--- config.mk ---
export PLATFORM = sky130hd
export DESIGN_NAME = patclk_gen
export DESIGN_NICKNAME = d
export VERILOG_FILES = /design/src/rtl/patclk_pkg.sv /design/src/rtl/patclk_cfgreg.sv /design/src/rtl/patclk_seq.sv /design/src/rtl/patclk_omux.sv /design/src/rtl/patclk_gen.sv
export SDC_FILE = /design/constraint.sdc
export NUM_CORES = 1
export LEC_CHECK = 0
export ABC_CLOCK_PERIOD_IN_PS = 1450
export BUFFER_PORTS_ARGS = -buffer_cell sky130_fd_sc_hd__clkbuf_2
export CAP_MARGIN = 5
export CORE_UTILIZATION = 25
export CTS_CLUSTER_DIAMETER = 50
export DETAILED_ROUTE_END_ITERATION = 6
export PLACE_DENSITY_LB_ADDON = 0.3
export SLEW_MARGIN = 0
export SYNTH_ARGS = -nofsm -noshare
export SYNTH_HDL_FRONTEND = slang
export SYNTH_SLANG_ARGS = --single-unit
--- constraint.sdc ---
create_clock -name clk_in -period 1.45 [get_ports clk_in]
set_input_delay 0.145 -clock clk_in [delete_from_list [all_inputs] [get_ports clk_in]]
set_output_delay 0.145 -clock clk_in [all_outputs]
set_load 0.05 [all_outputs]
--- src/rtl/patclk_pkg.sv ---
package patclk_pkg;

  localparam int unsigned PAT_W = 16;
  localparam int unsigned IDX_W = $clog2(PAT_W);

  // Pattern for a power-of-two division: a half-period of zeros and then
  // a half-period of ones, advanced by `shift` positions.
  function automatic logic [PAT_W-1:0] build_pattern(input int unsigned ratio,
                                                     input int unsigned shift);
    logic [PAT_W-1:0] p;
    p = '0;
    if (ratio != 0) begin
      for (int unsigned i = 0; i < PAT_W; i++) begin
        p[i] = (((i + shift) % ratio) >= (ratio / 2));
      end
    end
    return p;
  endfunction

endpackage

--- src/rtl/patclk_cfgreg.sv ---
module patclk_cfgreg #(
  parameter int unsigned PAT_W = 16,
  parameter int unsigned IDX_W = 4
) (
  input  logic             clk_i,
  input  logic             rst_i,
  input  logic [PAT_W-1:0] pat_i,
  input  logic [IDX_W-1:0] last_i,
  input  logic             replay_i,
  input  logic             rise_i,
  output logic [PAT_W-1:0] pat_o,
  output logic [IDX_W-1:0] last_o,
  output logic             replay_o,
  output logic             rise_o
);

  // Configuration is loaded only while reset is held.
  always_ff @(posedge clk_i) begin
    if (rst_i) begin
      pat_o    <= pat_i;
      last_o   <= last_i;
      replay_o <= replay_i;
      rise_o   <= rise_i;
    end
  end

endmodule

--- src/rtl/patclk_seq.sv ---
module patclk_seq #(
  parameter int unsigned PAT_W   = 16,
  parameter int unsigned IDX_W   = 4,
  parameter bit          FALLING = 1'b0
) (
  input  logic             clk_i,
  input  logic             rst_i,
  input  logic [PAT_W-1:0] pat_i,
  input  logic [IDX_W-1:0] last_i,
  output logic [IDX_W-1:0] idx_o,
  output logic             bit_o,
  output logic             wrap_o
);

  localparam logic [IDX_W-1:0] IDX_ONE = IDX_W'(1);

  logic [IDX_W-1:0] idx_d;
  logic             bit_d;

  assign wrap_o = (idx_o == last_i);

  always_comb begin
    if (rst_i) begin
      idx_d = '0;
      bit_d = 1'b0;
    end else begin
      bit_d = pat_i[idx_o];
      idx_d = wrap_o ? '0 : idx_o + IDX_ONE;
    end
  end

  generate
    if (FALLING) begin : g_fall
      always_ff @(negedge clk_i) begin
        idx_o <= idx_d;
        bit_o <= bit_d;
      end
    end else begin : g_rise
      always_ff @(posedge clk_i) begin
        idx_o <= idx_d;
        bit_o <= bit_d;
      end
    end
  endgenerate

endmodule

--- src/rtl/patclk_omux.sv ---
module patclk_omux (
  input  logic clk_i,
  input  logic replay_i,
  input  logic rise_i,
  input  logic rise_bit_i,
  input  logic fall_bit_i,
  output logic clk_o
);

  always_comb begin
    if (!replay_i)   clk_o = clk_i;
    else if (rise_i) clk_o = rise_bit_i;
    else             clk_o = fall_bit_i;
  end

endmodule

--- src/rtl/patclk_gen.sv ---
module patclk_gen #(
  parameter int unsigned PAT_W = patclk_pkg::PAT_W,
  parameter int unsigned IDX_W = $clog2(PAT_W)
) (
  input  logic             clk_in,
  input  logic             rst,
  input  logic [PAT_W-1:0] pat_cfg,
  input  logic [IDX_W-1:0] last_idx,
  input  logic             replay_en,
  input  logic             rise_sel,
  output logic             clk_out
);

  localparam int unsigned N_SEQ = 2;

  logic [PAT_W-1:0] cfg_pat;
  logic [IDX_W-1:0] cfg_last;
  logic             cfg_replay;
  logic             cfg_rise;

  logic [IDX_W-1:0] seq_idx  [N_SEQ];
  logic             seq_bit  [N_SEQ];
  logic             seq_wrap [N_SEQ];

  // Named internal events for the checker
  logic [IDX_W-1:0] rise_idx, fall_idx;
  logic             rise_bit, fall_bit;
  logic             rise_wrap, fall_wrap;

  patclk_cfgreg #(.PAT_W(PAT_W), .IDX_W(IDX_W)) u_cfg (
    .clk_i    (clk_in),
    .rst_i    (rst),
    .pat_i    (pat_cfg),
    .last_i   (last_idx),
    .replay_i (replay_en),
    .rise_i   (rise_sel),
    .pat_o    (cfg_pat),
    .last_o   (cfg_last),
    .replay_o (cfg_replay),
    .rise_o   (cfg_rise)
  );

  // Index 0 runs on the rising edge, index 1 on the falling edge.
  for (genvar g = 0; g < N_SEQ; g++) begin : g_seq
    patclk_seq #(.PAT_W(PAT_W), .IDX_W(IDX_W), .FALLING(g != 0)) u_seq (
      .clk_i  (clk_in),
      .rst_i  (rst),
      .pat_i  (cfg_pat),
      .last_i (cfg_last),
      .idx_o  (seq_idx[g]),
      .bit_o  (seq_bit[g]),
      .wrap_o (seq_wrap[g])
    );
  end

  assign rise_idx  = seq_idx[0];
  assign fall_idx  = seq_idx[1];
  assign rise_bit  = seq_bit[0];
  assign fall_bit  = seq_bit[1];
  assign rise_wrap = seq_wrap[0];
  assign fall_wrap = seq_wrap[1];

  patclk_omux u_omux (
    .clk_i      (clk_in),
    .replay_i   (cfg_replay),
    .rise_i     (cfg_rise),
    .rise_bit_i (rise_bit),
    .fall_bit_i (fall_bit),
    .clk_o      (clk_out)
  );

endmodule

==> run metrics <==
wire length on met3 129 µm; vias in the first global route 1,097; Setup crit start kind register; detailed-routed wire length on met2 1.40 mm; Chip Height 76.8 µm; number of gates on the worst path with buffers counted 3; HPWL reported at the end of detailed placement 1.94 mm; Antenna diodes 0; number of buffers and inverters on the critical path 1; placement-stage cell area 1660 µm²; Unique masters post-synth 20; Post-Place Cells 198; worst setup path class reg2out; wire length per cell after detailed routing 11.3 µm; antenna-violating nets left 0; Routed met1 length 1.03 mm; cell-by-cell trace of the critical path mux2i_4, a21oi_4, buf_8; CP Max Fanout 1; global-route wire length before repair 4.81 mm; most common library cell in the layout ignoring fill and taps sky130_fd_sc_hd__clkbuf_2; DP Worst Slack -0.603 ns; measured slew at the worst slew-check pin 0.230 ns; data required time of the worst path 1.31 ns; largest cells by area after synthesis sky130_fd_sc_hd__edfxtp_1 (47%), sky130_fd_sc_hd__dfxtp_1 (14%), sky130_fd_sc_hd__mux2i_1 (6.4%); GRT Overall Usage 11.3%; count of port buffers added during placement 24; total power of the final layout 2730 µW; DR vias 994; number of cell rows 26; core area 5240 µm²; total grt overflow 0; Tightest Hold Check Type in2reg; total number of nets in the final design 191; max layer used met4; Post-Route Hold Slack 0.196 ns; run status complete, but fails checks; count of yosys warnings during synthesis 0; cell type of the slowest stage on the worst timing path sky130_fd_sc_hd__dfxtp_2; total DRC errors in the routed layout 0; worst setup skew after layout 0.0730 ns; post-synthesis instance area 1400 µm²; number of top-level pins 25; fraction of layout cells with a size suffix above 1 31.9%; number of nets in the synthesized netlist 124; full die area 5890 µm²; clock-pin slew of the registers on the worst-case setup and hold paths 0.07 ns; Cell Pwr Density 1320 nW/µm²; max-cap violation count 0; number of hold-slack violations in the final timing report 0; area leader, netlist sky130_fd_sc_hd__edfxtp_1; maximum number of pins on one net before global-route repair 18; post-synth top area share 47.3%; number of detailed-routing iterations run before antenna repair 4; effective utilization at floorplan 26.7%; number of antenna violations at the first check in global routing 0; unrepaired setup endpoints after global routing true; IR drop worst, VDD 627 µV; worst hold path cell count 2; mean instance size in the synthesized netlist 14.3 µm²; sequential-to-total area share from yosys stat 61.6%; area growth from synthesis to final layout 48.3%; depth of the worst register-to-register path 4; fill cell total of the finished layout 494; Yosys reg bits 32; post-synthesis instance total 98; Die W 76.8 µm; leakage power summed over all cells 0.000837 µW; share of synthesized flip-flops with an asynchronous set or reset 0%; failing checks setup timing; number of enable-type register cells in the synthesized netlist 22; most used flip-flop cell after synthesis sky130_fd_sc_hd__edfxtp_1; signal arrival time at the worst endpoint 1.89 ns; Final Instance Area 2070 µm²; crit-path max cell delay 0.32 ns; Final Non-Filler Cells 236; average vias per placed instance 4.21; global placement routability congestion 0.879; final slew viol count 0; element type at the critical path end output port; count of endpoints failing setup in the final report 6; violation count after the first detailed-routing iteration 28; post-layout worst setup margin -0.584 ns; top cell family by delay on the critical path flip-flops; commonest cells after routing, fill and taps aside sky130_fd_sc_hd__clkbuf_2 (23), sky130_fd_sc_hd__dlygate4sd3_1 (22), sky130_fd_sc_hd__edfxtp_1 (22); CTS tree built; final wirelength 2.66 mm; source-to-sink clock delay at the later pin of the worst-skew pair 0.47 ns; headroom to the max-slew limit 84.6%
## synthesized netlist by cell type, drive strengths merged (3+ instances only)
| library cell | number |
|---|---|
| mux2i | 9 |
| nor2 | 13 |
| xnor2 | 10 |
| edfxtp | 22 |
| a2bb2oi | 4 |
| a21oi | 3 |
| buf | 3 |
| dfxtp | 10 |
| mux4 | 4 |
| inv | 5 |
## power breakdown
group          switching, µW  internal (µW)  total [µW]
combinational            142            231         373
clock                    465            753        1220
sequential              69.1           1070        1140
## metal layers
metal | GRT usage (%) | up-vias
li1 | - | 491
met1 | 11.1 | 464
met2 | 18.0 | 28
met3 | 5.48 | 11
met4 | 9.23 | 0
met5 | 0 | -
## final cells by class
type,count,area [µm²],share of cell area [%]
Sequential cell,32,863,41.6
Multi-Input combinational cell,57,504,24.3
Clock inverter,8,60.1,2.90
Inverter,4,15.0,0.724
Clock buffer,9,125,6.03
Tap cell,70,87.6,4.22
Timing Repair Buffer,56,418,20.2
## sequential cells by signal (all words and copies together), names as in the netlist
name / flops
g_seq.u_seq.bit_o: 2
g_seq.u_seq.idx_o: 8
u_cfg.last_o: 4
u_cfg.pat_o: 16
u_cfg.replay_o: 1
u_cfg.rise_o: 1
## worst paths after layout
kind / startpoint / to / slack [ns]
setup reg to reg: u_cfg.pat_o[15] / g_seq[1].u_seq.bit_o / -0.55
setup / recovery: g_seq[1].u_seq.bit_o / clk_out / -0.58
hold / removal: rst / u_cfg.pat_o[6] / 0.20
hold reg to reg: g_seq[0].u_seq.idx_o[3] / g_seq[0].u_seq.idx_o[3] / 0.62
## cells by family after synthesis
family	count (synthesis)	synth area share, %
DFF	32	61.6
and+or+nand+nor	19	5.64
buffers and inverters	9	3.76
muxes	13	13.4
adders and majority gates	2	1.79
xor gates and xnor gates	12	7.52
AOI/OAI and AO/OA	11	6.27
## metrics by stage
stage / utilization (%) / setup TNS [ns]
6_report: 39.6 / -1.96
5_1_grt: 39.6 / -2.35
4_1_cts: 39.5 / -2.07
3_5_place_dp: 31.7 / -1.91
3_3_place_gp: 31.7 / -1.82
2_1_floorplan: - / -1.51
## repair_timing
action	4_1_cts	5_1_grt
setup buffers	0	1
gates resized for setup	6	2
setup endpoints to repair	8	7
hold buffers	22	0
hold endpoints to repair	22	0
pin swaps	4	2
gates cloned	0	0
No activity file was read; power rests on OpenSTA's default activity.
